## src/rtl/spi_evt_pkg.sv

```systemverilog
package spi_evt_pkg;
    localparam int REG_W      = 16;
    localparam int REG_ADDR_W = 2;

    localparam int B_PEND  = 0;
    localparam int B_RDOFL = 2;
    localparam int B_LEAD  = 3;
    localparam int B_UCLK  = 4;
    localparam int B_CYC   = 5;
    localparam int B_TRAIL = 6;
    localparam int B_WRUFL = 8;
    localparam int B_TXF   = 9;
    localparam int B_RXF   = 10;

    localparam logic [REG_W-1:0] FLAG_MASK =
        (REG_W'(1) << B_RDOFL) | (REG_W'(1) << B_LEAD) | (REG_W'(1) << B_UCLK) |
        (REG_W'(1) << B_CYC)   | (REG_W'(1) << B_TRAIL) | (REG_W'(1) << B_WRUFL);

    typedef enum logic {
        CS_IDLE   = 1'b0,
        CS_ACTIVE = 1'b1
    } cs_state_e;

    typedef enum logic [REG_ADDR_W-1:0] {
        SEL_STATUS = 2'd0,
        SEL_ENABLE = 2'd1
    } reg_sel_e;
endpackage

```

## src/rtl/spi_cs_tracker.sv

```systemverilog
module spi_cs_tracker
    import spi_evt_pkg::*;
#(
    parameter int SYNC_STAGES = 2
) (
    input  logic clk,
    input  logic rst_n,
    input  logic cs_act_high,
    input  logic cs_line,
    output logic lead_pulse,
    output logic trail_pulse
);
    localparam int LAST = SYNC_STAGES - 1;

    logic [SYNC_STAGES-1:0] sync_q;
    logic                   idle_lvl;
    logic                   cs_active;
    cs_state_e              state_q, state_d;

    assign idle_lvl = ~cs_act_high;

    // synchronizer chain, preloaded with the inactive level
    generate
        if (SYNC_STAGES == 1) begin : g_one
            always_ff @(posedge clk) begin
                if (!rst_n) sync_q <= idle_lvl;
                else        sync_q <= cs_line;
            end
        end else begin : g_chain
            always_ff @(posedge clk) begin
                if (!rst_n) sync_q <= {SYNC_STAGES{idle_lvl}};
                else        sync_q <= {sync_q[LAST-1:0], cs_line};
            end
        end
    endgenerate

    assign cs_active = cs_act_high ? sync_q[LAST] : ~sync_q[LAST];

    // state register
    always_ff @(posedge clk) begin
        if (!rst_n) state_q <= CS_IDLE;
        else        state_q <= state_d;
    end

    // next state
    always_comb begin
        state_d = state_q;
        unique case (state_q)
            CS_IDLE:   if (cs_active)  state_d = CS_ACTIVE;
            CS_ACTIVE: if (!cs_active) state_d = CS_IDLE;
            default:                   state_d = CS_IDLE;
        endcase
    end

    // outputs
    always_comb begin
        lead_pulse  = 1'b0;
        trail_pulse = 1'b0;
        unique case (state_q)
            CS_IDLE:   lead_pulse  = cs_active;
            CS_ACTIVE: trail_pulse = ~cs_active;
            default: ;
        endcase
    end

    p_edges_exclusive_r5: assert property (@(posedge clk) disable iff (!rst_n)
        $onehot0({lead_pulse, trail_pulse}));
    p_lead_enters_r5: assert property (@(posedge clk) disable iff (!rst_n)
        lead_pulse |=> (state_q == CS_ACTIVE));
    p_trail_leaves_r5: assert property (@(posedge clk) disable iff (!rst_n)
        trail_pulse |=> (state_q == CS_IDLE));
endmodule

```

## src/rtl/spi_flag_bank.sv

```systemverilog
module spi_flag_bank #(
    parameter int             W    = 16,
    parameter logic [W-1:0]   MASK = '1
) (
    input  logic         clk,
    input  logic         rst_n,
    input  logic         soft_rst,
    input  logic [W-1:0] set_vec,
    input  logic [W-1:0] clr_vec,
    output logic [W-1:0] flags_q
);
    generate
        for (genvar i = 0; i < W; i++) begin : g_bit
            if (MASK[i]) begin : g_flag
                always_ff @(posedge clk) begin
                    if (!rst_n || soft_rst) flags_q[i] <= 1'b0;
                    else                    flags_q[i] <= set_vec[i] | (flags_q[i] & ~clr_vec[i]);
                end
            end else begin : g_none
                assign flags_q[i] = 1'b0;
            end
        end
    endgenerate

    p_sticky_r1: assert property (@(posedge clk) disable iff (!rst_n)
        (!soft_rst && clr_vec == '0) |=> ((flags_q & $past(flags_q)) == $past(flags_q)));
    p_event_wins_r11: assert property (@(posedge clk) disable iff (!rst_n)
        !soft_rst |=> ((flags_q & $past(set_vec & MASK)) == $past(set_vec & MASK)));
    p_soft_clear_r12: assert property (@(posedge clk) disable iff (!rst_n)
        soft_rst |=> (flags_q == '0));
endmodule

```

## src/rtl/spi_evt_irq.sv

```systemverilog
module spi_evt_irq
    import spi_evt_pkg::*;
#(
    parameter int SYNC_STAGES = 2
) (
    input  logic                  clk,
    input  logic                  rst_n,
    input  logic                  soft_rst,
    input  logic                  irq_glob_en,
    input  logic                  cs_act_high,
    input  logic                  cs_line,
    input  logic                  rx_word,
    input  logic                  rx_full,
    input  logic                  tx_need,
    input  logic                  tx_full,
    input  logic                  cyc_done,
    input  logic                  uclk_evt,
    input  logic [REG_ADDR_W-1:0] reg_addr,
    input  logic                  reg_wr,
    input  logic [REG_W-1:0]      reg_wdata,
    output logic [REG_W-1:0]      reg_rdata,
    output logic                  irq
);
    logic             lead_pulse, trail_pulse;
    logic [REG_W-1:0] set_vec, clr_vec, flags_q, en_q, status;
    logic             pending, irq_q;

    spi_cs_tracker #(.SYNC_STAGES(SYNC_STAGES)) u_cs (
        .clk         (clk),
        .rst_n       (rst_n),
        .cs_act_high (cs_act_high),
        .cs_line     (cs_line),
        .lead_pulse  (lead_pulse),
        .trail_pulse (trail_pulse)
    );

    always_comb begin
        set_vec          = '0;
        set_vec[B_RDOFL] = rx_word & rx_full;
        set_vec[B_WRUFL] = tx_need & ~tx_full;
        set_vec[B_UCLK]  = uclk_evt;
        set_vec[B_CYC]   = cyc_done;
        set_vec[B_LEAD]  = lead_pulse;
        set_vec[B_TRAIL] = trail_pulse;
    end

    assign clr_vec = (reg_wr && reg_addr == SEL_STATUS) ? (reg_wdata & FLAG_MASK) : '0;

    spi_flag_bank #(.W(REG_W), .MASK(FLAG_MASK)) u_flags (
        .clk      (clk),
        .rst_n    (rst_n),
        .soft_rst (soft_rst),
        .set_vec  (set_vec),
        .clr_vec  (clr_vec),
        .flags_q  (flags_q)
    );

    always_ff @(posedge clk) begin
        if (!rst_n) en_q <= '0;
        else if (reg_wr && reg_addr == SEL_ENABLE) en_q <= reg_wdata & FLAG_MASK;
    end

    assign pending = |(flags_q & en_q);

    always_ff @(posedge clk) begin
        if (!rst_n) irq_q <= 1'b0;
        else        irq_q <= irq_glob_en & pending;
    end
    assign irq = irq_q;

    always_comb begin
        status         = flags_q;
        status[B_PEND] = pending;
        status[B_TXF]  = tx_full;
        status[B_RXF]  = rx_full;
    end

    always_comb begin
        case (reg_addr)
            SEL_STATUS: reg_rdata = status;
            SEL_ENABLE: reg_rdata = en_q;
            default:    reg_rdata = '0;
        endcase
    end

    p_ovf_set_r3: assert property (@(posedge clk) disable iff (!rst_n)
        (rx_word && rx_full && !soft_rst) |=> flags_q[B_RDOFL]);
    p_ufl_set_r4: assert property (@(posedge clk) disable iff (!rst_n)
        (tx_need && !tx_full && !soft_rst) |=> flags_q[B_WRUFL]);
    p_irq_gated_r9: assert property (@(posedge clk) disable iff (!rst_n)
        !irq_glob_en |=> !irq);
    p_irq_raise_r9: assert property (@(posedge clk) disable iff (!rst_n)
        (irq_glob_en && pending) |=> irq);
    p_en_kept_r12: assert property (@(posedge clk) disable iff (!rst_n)
        (soft_rst && !reg_wr) |=> $stable(en_q));
endmodule

```

## config.mk

```make
export PLATFORM = sky130hd
export DESIGN_NAME = spi_evt_irq
export DESIGN_NICKNAME = d
export VERILOG_FILES = /design/src/rtl/spi_evt_pkg.sv /design/src/rtl/spi_cs_tracker.sv /design/src/rtl/spi_flag_bank.sv /design/src/rtl/spi_evt_irq.sv
export SDC_FILE = /design/constraint.sdc
export NUM_CORES = 1
export LEC_CHECK = 0
export ABC_AREA = 1
export BUFFER_PORTS_ARGS = -buffer_cell sky130_fd_sc_hd__buf_2
export CAP_MARGIN = 20
export CORE_UTILIZATION = 42
export DETAILED_ROUTE_END_ITERATION = 6
export PLACE_DENSITY = 0.83
export RECOVER_POWER = 100
export SLEW_MARGIN = 15
export SYNTH_ARGS = -nofsm -noshare
export SYNTH_HDL_FRONTEND = slang
export SYNTH_SLANG_ARGS = --single-unit
```

## constraint.sdc

```tcl
create_clock -name clk -period 0.9 [get_ports clk]
set_input_delay 0.135 -clock clk [delete_from_list [all_inputs] [get_ports clk]]
set_output_delay 0.135 -clock clk [all_outputs]
set_load 0.03 [all_outputs]
```

# [Yosys cells after proc, flatten, opt, wreduce, memory -nomap -nowiden]
# Cells that the tools add are included.
[op_classes] n_addsub=0 n_mul=0 div=0 order_cmp=0 n_eq_ne=1 shift=0 mux=7 bitwise=26 reduce_logical=6
[ops] op="$pmux W11 S2" count=1
[ops] op="$reduce_or A16 Y1" count=1
[ops] op="$not A1 Y1" count=10
[ops] op="$and A1 B1 Y1" count=9
[ops] op="$and A9 B9 Y9" count=1
[ops] op="$mux W9" count=1
[ops] op="$or A1 B1 Y1" count=6
[ops] op="$mux W1" count=4
[ops] op="$eq A2 B1 Y1 const B" count=1
[ops] op="$logic_and A1 B1 Y1" count=2
[ops] op="$logic_not A2 Y1" count=1
[ops] op="$mux W2" count=1
[ops] op="$logic_not A1 Y1" count=1
[ops] op="$logic_or A1 B1 Y1" count=1
[totals] regBits=16 latchBits=0 ram_bits=0 mem_bits_ro=0 output_inout_bits=17 mem_count=0

# [Depth between registers and ports, before layout]
# Gate-level depths: netlist (run 1).
[depth] word_depth=6 ltp_mapped=6

# [Hierarchy]
# A second synthesis (run 1) with hierarchy kept.
[unflattened] cells_unflattened=169 hier_area_um2=1001.0
[by_module_without_submodules] mod="spi_evt_irq" n_inst=1 cells_per_inst=105 area_per_inst_um2=539.3
[by_module_without_submodules] mod="spi_flag_bank" n_inst=1 cells_per_inst=43 area_per_inst_um2=334.1
[by_module_without_submodules] mod="spi_cs_tracker" n_inst=1 cells_per_inst=21 area_per_inst_um2=127.6

# [Worst setup path after synthesis (run 1)]
# OpenSTA, ideal clock, no wires.
[synth_path] kind="input to output" startpoint="input port reg_addr[0]" endpoint="output port reg_rdata[0]" arrival_ps=972 setup_slack_ps=-207 stages=4 cell_sequence="nor2_1 buf_4 inv_1 nor2_1"
[synth_between] elab_chain_cells=2
[synth_lines] item="start: declaration" line_no="spi_evt_irq.sv:18" source="input logic [REG_ADDR_W-1:0] reg_addr,"
[synth_lines] item="$eq A2 B1 Y1 or $logic_not A2 Y1 (tied branches)" line_no="spi_evt_irq.sv:79" source="case (reg_addr)"
[synth_lines] item="$pmux W11 S2 (*)" line_no="spi_evt_irq.sv:79"
[synth_lines] item="end: declaration" line_no="spi_evt_irq.sv:21" source="output logic [REG_W-1:0] reg_rdata,"
# Every way passes the cells marked *; elsewhere a longest branch is shown, timed or not.

# [Worst setup path in the final report (run 1)]
[layout_path] startpoint="register u_flags.flags_q[8]" endpoint="output port reg_rdata[0]"
[layout_between] elab_chain_cells=3
[layout_lines] item="start: declaration" line_no="spi_flag_bank.sv:10" source="output logic [W-1:0] flags_q"
[layout_lines] item="start signal: indexed assignment" line_no="spi_flag_bank.sv:17" source="else flags_q[i] <= set_vec[i] | (flags_q[i] & ~clr_vec[i]);"
[layout_lines] item="$and A9 B9 Y9" line_no="spi_evt_irq.sv:63" source="assign pending = |(flags_q & en_q);"
[layout_lines] item="$reduce_or A16 Y1" line_no="spi_evt_irq.sv:63"
[layout_lines] item="$pmux W11 S2" line_no="spi_evt_irq.sv:79"
# Every way passes these cells.

==> flow_summary.yaml, run 1 <==
routing:
  firstDrtPassIters: 4
  routedWlPerCell_um: 12.9
  routed_wl_um: 2460
  postRouteAntennaNets: 0
  met3_length_um: 148
  wl_met2_um: 1360
  drc: 0
  drt-met1-wl_um: 881
  highest_layer: "met4"
  detailedRoute.firstIterationViolations: 24
  via_per_inst: 4.86
  vias: 928
pwr:
  power_leakage_nw: 0.667
  p_per_area_nw_per_um2: 1250
  irDropWorstVdd_mv: 1.08
  finalPower_mw: 1.65
outcome:
  violations: "setup timing"
  status: "finished with violations"
critical_path:
  crit_fanout: 2
  max_stage_delay_ps: 350
  critical_path_class: "flip-flop to primary output"
  critPathCaptureType: "primary output"
  crit_top_cell: "nor2_4"
  cpMaxStageDelayCell: "dfxtp_2"
  path_cells: "nand2_2 > nand3_2 > nor2_4 > nor2_4 > buf_6"
  worstPathArrival_ps: 1140
  crit_path_start_kind: "flip-flop"
  cp.required_ps: 760
clocking:
  clockRootBuffer: "clkbuf_4"
  cts_buffers: 3
  htreeDepth: 1
  clkTransAtPathRegs_ps: 100
  clock_path_buffers: 2
  hold_buffers: 0
  cts_sinks: 16
  clk_latency_ps: 300
  cts_tree: "yes"
sta:
  fmax_ghz: 0.786
  maxSlewViolCount: 0
  skew_ps: 11.9
  period_share: 1.41
  period_minus_slack_ps: 1270
  rsz0062_at_grt: "true"
  hold_viol: 0
  fin_ws_ps: -372
  setup_viol: 7
  finalHoldWorstSlack_ps: 37.0
placement:
  post-place-ws_ps: -177
  gp_congestion: 0.825
  hpwlAfterDp_um: 1600
  io_buffers: 30
  dp_cells: 185
grt:
  grt-ovfl-total: 0
  grt_pass1_vias: 910
  antenna_found_initial: 0
  grt_max_degree: 10
  grt_first_pass_wirelength_um: 3680
  grt.total_usage: 0.250
final_layout:
  drive_gt1_frac: 0.530
  nets: 198
  multiInputGateArea_um2: 445
  final_cells: 191
  diodes: 0
  fillers: 130
  seq_area_um2: 335
  syn_to_final_growth_pct: 60.9
hold_path:
  hp-class: "input pin to flip-flop"
die:
  row_count: 15
  fp.dieH_um: 46.2
  die_area_um2: 2130
  dieWidth_um: 46.2
  initial_utilization: 0.460
  coreArea_um2: 1780
  ioPinCount: 48
synthesis:
  syn_area_um2: 820
  ys_warn_count: 0
  synthCells: 113
  synth_cell_types: 15
  synth_seq_cells: 16
  seq_area_frac_synth: 0.391
  avgSynthCellArea_um2: 7.25
flow_run:
  cap_violations: 0
-- where the power goes --
part           leakage [nW]  total, mW  switching (mW)  internal [mW]
combinational         0.510      0.397           0.225          0.172
clock                0.0210      0.479           0.232          0.247
sequential            0.137      0.776          0.0268          0.749
-- worst max-delay path, delay by kind of cell, from the launching register on --
kind          cells  cell delay (ps)
buf+inv           1              130
flops             1              350
simple gates      4              350
-- Yosys cell counts --
cell / instances / area, um2
inv_1: 11 / 41.3
conb_1: 1 / 3.75
o21ai_0: 6 / 30.0
dfxtp_1: 16 / 320
a21oi_1: 1 / 5.00
nand3_1: 9 / 45.0
or2_0: 1 / 6.26
buf_4: 8 / 60.1
a22o_1: 6 / 52.6
buf_6: 2 / 22.5
a21oi_2: 6 / 52.6
nor2_4: 1 / 11.3
inv_2: 2 / 7.51
nand2_1: 25 / 93.8
nor2_1: 18 / 67.6
-- what timing repair did --
item                                    4_1_cts  5_1_grt
endpoints found under the setup margin       10       10
setup buffers                                 1        1
gates resized for setup                      42       12
pin swaps                                    10        4
-- registers in the layout, summed over array words and instances, names as in the netlist --
signal / flops
u_cs.sync_q: 2
u_cs.state_q: 1
irq: 1
u_flags.flags_q: 6
en_q: 6
-- kinds of logic (layout without fill, tap and decap cells) --
| group | after synthesis | in the layout | synth area share |
|---|---|---|---|
| AO/OA/AOI/OAI | 19 | 19 | 0.171 |
| buffers and inverters | 23 | 70 | 0.160 |
| flip-flops | 16 | 16 | 0.391 |
| other | 1 | 7 | 0.00458 |
| AND/OR/NAND/NOR | 54 | 54 | 0.273 |
-- layout by cell type (no fill, tap or decap) --
cell	synthesis	final
a22o_1	6	6
clkbuf_4	0	3
a21oi_1	1	1
or2_0	1	1
buf_2	0	20
dfxtp_2	0	12
o21ai_0	6	6
nor2_4	1	6
a21oi_2	6	6
dfxtp_1	16	4
nand2_1	25	22
inv_2	2	2
inv_1	11	10
conb_1	1	7
clkbuf_1	0	1
nand3_2	0	2
buf_4	8	12
clkbuf_8	0	1
inv_4	0	1
nand3_1	9	7
nand2_2	0	3
buf_6	2	20
nor2_1	18	13
-- final timing paths --
path	end	cells after the start	start	slack, ps
worst max-delay path	reg_rdata[0]	5	u_flags.flags_q[8]	-370
worst min-delay path	u_cs.sync_q[0]	3	cs_line	40
worst max register to register	irq	4	u_flags.flags_q[8]	80
worst min register to register	u_cs.sync_q[1]	2	u_cs.sync_q[0]	440
-- layer usage --
metal  global-route usage  up-vias
met2                0.462       48
met1                0.248      419
met4                0.147        0
met5                    0        -
met3               0.0588        8
li1                     -      453
-- through the flow --
stage               cell area (um2)   util  setup TNS (ps)
finish                         1320  0.740           -2390
global route                   1320  0.740           -2590
CTS                            1280  0.721           -2520
detailed placement             1120  0.630           -1930
global placement               1120  0.630           -1420
floorplan                       867      -               0
-- area by class of cell --
cell class / count / area share
multi-input cells: 80 / 0.338
well taps: 25 / 0.0237
flip-flops and latches: 16 / 0.254
clock buffers: 4 / 0.0275
repair buffers: 53 / 0.318
inverters: 13 / 0.0389
No activity file was read; power rests on OpenSTA's default activity.
==> run 2, diff against run 1 <==
- ABC_CLOCK_PERIOD_IN_PS: unset -> 900
- CORE_UTILIZATION: 42 -> 45
- PLACE_DENSITY: 0.83 -> 0.84
- SYNTH_HIERARCHICAL: unset -> 1
==> run 2 against run 1 <==
Compared with the run above:
- the run still ends with setup timing left
- sequential power about the same
- routed wire length up 1.7%
- count of clock-buffer cells in the layout unchanged
- worst hold slack better by 3.6 ps
- combinational power up 8.6%
==> flow_summary.yaml, run 2 <==
final_layout:
  diodes: 0
  final_cell_mix: "inv_1, nand2_1, nor2_1"
  seq_area_um2: 337
  fillers: 159
  syn_to_final_growth_pct: 52.1
  final_area_um2: 1480
  drive_gt1_frac: 0.463
  top_regs: "en_q x6, u_flags/flags_q x6, u_cs/sync_q x2"
  final_common_cell: "inv_1"
  multiInputGateArea_um2: 522
  nets: 248
  final_cells: 243
critical_path:
  max_stage_delay_ps: 350
  crit_path_start_kind: "flip-flop"
  critPathCaptureType: "primary output"
  cpMaxStageDelayCell: "dfxtp_2"
  startpoint: "u_flags/flags_q[5]"
  rr_startpoint: "u_flags/flags_q[8]"
  cp.required_ps: 760
  path_cells: "nand2_1 > nand2_2 > inv_2 > a21oi_2 > buf_6"
  worstPathArrival_ps: 1090
  critPathBufInv: 2
  crit_fanout: 3
  crit_family: "flip-flops"
  critical_path_class: "flip-flop to primary output"
synthesis:
  syn_area_um2: 975
  synthCells: 165
  avgSynthCellArea_um2: 5.91
  ys_warn_count: 6
routing:
  firstDrtPassIters: 4
  via_per_inst: 4.43
  routed_wl_um: 2500
  drc: 0
  routedWlPerCell_um: 10.3
  highest_layer: "met4"
  met3_length_um: 159
  wl_met2_um: 1310
  vias: 1077
  detailedRoute.firstIterationViolations: 25
  postRouteAntennaNets: 0
  drt-met1-wl_um: 978
placement:
  post-place-ws_ps: -143
  io_buffers: 30
  dp_cells: 232
  gp_congestion: 0.747
  hpwlAfterDp_um: 1500
  placed_cell_area_um2: 1210
grt:
  grt_max_degree: 13
  antenna_found_initial: 0
  grt_first_pass_wirelength_um: 3500
  grt-ovfl-total: 0
  grt_pass1_vias: 886
  grt.total_usage: 0.189
sta:
  rsz0062_at_grt: "true"
  finalSetupTns_ps: -1990
  skew_ps: 7.01
  fmax_ghz: 0.816
  maxSlewViolCount: 0
  hold_viol: 0
  period_minus_slack_ps: 1230
  tightest_slew_ps: 548
  relSlewSlack: 0.634
  setup_viol: 11
  period_share: 1.36
  fin_ws_ps: -325
outcome:
  status: "finished with violations"
  violations: "setup timing"
die:
  coreArea_um2: 2000
  row_count: 16
  fp.dieH_um: 48.5
  initial_utilization: 0.487
  ioPinCount: 48
  die_area_um2: 2360
  dieWidth_um: 48.5
clocking:
  clk_latency_ps: 290
  cts_sinks: 16
  hold_buffers: 0
  clock_path_buffers: 2
  clkTransAtPathRegs_ps: 100
  htreeDepth: 1
  cts_buffers: 3
  clockRootBuffer: "clkbuf_4"
  cts_tree: "yes"
pwr:
  power_leakage_nw: 0.793
  irDropWorstVdd_mv: 1.45
  p_per_area_nw_per_um2: 1140
  finalPower_mw: 1.69
flow_run:
  cap_violations: 0
hold_path:
  hp-class: "input pin to flip-flop"
  worstHoldStart: "cs_line"
==> run 2: routing by layer <==
| metal | track usage | up-vias |
|---|---|---|
| met5 | 0 | - |
| met1 | 0.223 | 475 |
| met2 | 0.345 | 39 |
| met4 | 0.0441 | 0 |
| li1 | - | 559 |
| met3 | 0.0440 | 4 |
==> run 2: final timing paths <==
path	to	slack (ps)	cells past startpoint
hold reg to reg	u_cs/sync_q[1]	430	2
setup reg to reg	irq	-110	7
hold / removal	u_cs/sync_q[0]	40	3
setup / recovery	reg_rdata[0]	-330	5
==> run 2: final cells by class <==
| type | instances | share of cell area |
|---|---|---|
| inverter | 43 | 0.114 |
| tap | 27 | 0.0228 |
| timing repair buffer | 49 | 0.260 |
| clock buffer | 4 | 0.0245 |
| multi-input combinational | 104 | 0.352 |
| sequential | 16 | 0.227 |
==> run 2: stage by stage <==
| step | util | hold WS, ps |
|---|---|---|
| 2_1_floorplan | - | 241 |
| 3_3_place_gp | 0.607 | 333 |
| 3_5_place_dp | 0.607 | 337 |
| 4_1_cts | 0.688 | 30.6 |
| 5_1_grt | 0.741 | 44.7 |
| 6_report | 0.741 | 40.6 |
==> run 2: where the power goes <==
part	switching, mW	internal, mW
clock network	0.231	0.246
logic	0.250	0.181
registers	0.0256	0.751
total	0.506	1.18
==> run 2: worst register-to-register path, stage by stage (launching register included) <==
cell and delay [ps]:
dfxtp_2 350, nand2_2 60, nand2_2 70, nor2_4 50
buf_4 120, buf_6 100, buf_6 100, a21oi_2 90
==> run 2: what timing repair did <==
action,4_1_cts,5_1_grt
setup endpoints to repair,10,13
gates resized for setup,39,32
setup buffers,4,3
pin swaps,14,12
==> run 3, diff against run 2 <==
- ABC_AREA: 1 -> unset
- CORE_MARGIN: unset -> 2
- CORE_UTILIZATION: 45 -> 44
- PLACE_DENSITY: 0.84 -> 0.83
- TNS_END_PERCENT: unset -> 10
==> run 3 against run 2 <==
Compared with the run above:
- the run still ends with setup timing left
- combinational power shrank 20%
- global-route usage is 0.36 points lower
- worst hold slack gained 13 ps
- final area decreased by 13%
- clock skew down 6.7 ps
- synthesized cell count fell by 37%
- critical path depth is 2 lower
- count of clock-buffer cells in the layout did not move
==> flow_summary.yaml, run 3 <==
final_layout:
  final_cells: 174
  final_cell_mix: "buf_4, buf_2, mux2i_1, dfxtp_2, and2_1"
  nets: 179
  syn_to_final_growth_pct: 38.1
  drive_gt1_frac: 0.497
  diodes: 0
  final_common_cell: "buf_4"
  top_regs: "en_q x6, u_flags/flags_q x6, u_cs/sync_q x2"
  fillers: 153
placement:
  hpwlAfterDp_um: 1720
  dp_cells: 170
  gp_congestion: 0.786
  io_buffers: 30
clocking:
  htreeDepth: 1
  clock_path_buffers: 2
  cts_tree: "yes"
  cts_sinks: 16
  clkTransAtPathRegs_ps: 100
  cts_buffers: 3
  cts_setup_buffers: 0
  clk_latency_ps: 290
  clockRootBuffer: "clkbuf_4"
synthesis:
  synthCells: 104
  ys_warn_count: 6
  syn_area_um2: 936
  avgSynthCellArea_um2: 9.00
critical_path:
  worstPathArrival_ps: 1230
  crit_fanout: 2
  crit_family: "compound AO/OA/AOI/OAI gates"
  max_stage_delay_ps: 360
  crit_path_start_kind: "flip-flop"
  critPathCaptureType: "primary output"
  cp.required_ps: 760
  cpMaxStageDelayCell: "dfxtp_2"
  critPathBufInv: 1
  path_cells: "a22oi_2 > a311oi_4 > buf_6"
  reg2reg_slack_ps: 30
  critical_path_class: "flip-flop to primary output"
sta:
  period_share: 1.52
  fmax_ghz: 0.731
  rsz0062_at_grt: "true"
  finalSetupTns_ps: -2590
  period_minus_slack_ps: 1370
  tightest_slew_ps: 569
  skew_ps: 0.311
  fin_ws_ps: -468
  relSlewSlack: 0.620
  maxSlewViolCount: 0
  hold_viol: 0
  setup_viol: 9
outcome:
  status: "finished with violations"
  violations: "setup timing"
grt:
  grt.total_usage: 0.186
  grt_max_degree: 14
  grt_first_pass_wirelength_um: 3590
  grt_pass1_vias: 859
  antenna_found_initial: 0
  grt-ovfl-total: 0
routing:
  routedWlPerCell_um: 12.8
  drc: 0
  vias: 818
  postRouteAntennaNets: 0
  via_per_inst: 4.70
  routed_wl_um: 2220
  detailedRoute.firstIterationViolations: 10
  firstDrtPassIters: 4
flow_run:
  cap_violations: 0
pwr:
  power_leakage_nw: 0.653
  irDropWorstVdd_mv: 0.868
  p_per_area_nw_per_um2: 1240
die:
  fp.dieH_um: 50.1
  initial_utilization: 0.472
  ioPinCount: 48
  die_area_um2: 2510
  row_count: 16
  coreArea_um2: 1980
  dieWidth_um: 50.1
hold_path:
  hp-class: "input pin to flip-flop"
==> run 3: changes by cell type in the layout (fill, tap and decap cells not counted), sizes merged, moves of 11 or more <==
| cell | delta |
|---|---|
| nand2 | -46 |
| inv | -36 |
| nor2 | -24 |
| mux2i | +12 |
| and2 | +11 |
==> run 3: final timing paths <==
check | depth (start not counted) | startpoint | end
max | 3 | en_q[3] | reg_rdata[0]
min | 3 | irq_glob_en | irq
max reg2reg | 4 | u_cs/sync_q[1] | u_flags/flags_q[6]
min reg2reg | 2 | u_cs/sync_q[0] | u_cs/sync_q[1]
==> run 3: worst register-to-register path, cell delays in order (launching register included) <==
cell	delay, ps
dfxtp_2	340
xor2_2	170
and2_1	160
inv_1	60
a21oi_2	40
==> run 3: final cells by class <==
cell class,count,area [um2],area share
well taps,27,33.8,0.0261
multi-input cells,77,572,0.442
clock buffers,4,36.3,0.0281
repair buffers,43,289,0.224
flip-flops and latches,16,335,0.259
inverters,7,26.3,0.0203
==> run 3: metal layers <==
| metal | GRT usage | part of all wire | vias to the layer above |
|---|---|---|---|
| met5 | 0 | 0 | - |
| met2 | 0.349 | 0.55 | 20 |
| met4 | 0.0787 | 0.0063 | 0 |
| met3 | 0.0273 | 0.029 | 2 |
| met1 | 0.202 | 0.41 | 384 |
| li1 | - | - | 412 |
==> run 3: timing repair <==
| item | 4_1_cts | 5_1_grt |
|---|---|---|
| endpoints found under the setup margin | 11 | 11 |
| gates resized for setup | 24 | 3 |
| hold buffers | 0 | 0 |
| pin swaps | 3 | 1 |
==> run 3: power by group <==
group	internal, mW	leakage (nW)	total (mW)	switching (mW)
clock network	0.246	0.0210	0.488	0.242
logic	0.155	0.496	0.344	0.188
registers	0.746	0.136	0.768	0.0225
==> run 3: per-stage QoR <==
| step | worst slack [ps] | util | total power [mW] | hold slack [ps] | cell area, um2 |
|---|---|---|---|---|---|
| 2_1_floorplan | -123 | - | 1.00 | 235 | 990 |
| 3_3_place_gp | -181 | 0.600 | 1.09 | 335 | 1190 |
| 3_5_place_dp | -197 | 0.600 | 1.10 | 359 | 1190 |
| 4_1_cts | -456 | 0.650 | 1.60 | 52.4 | 1290 |
| 5_1_grt | -509 | 0.652 | 1.66 | 52.4 | 1290 |
| 6_report | -468 | 0.652 | 1.60 | 53.5 | 1290 |
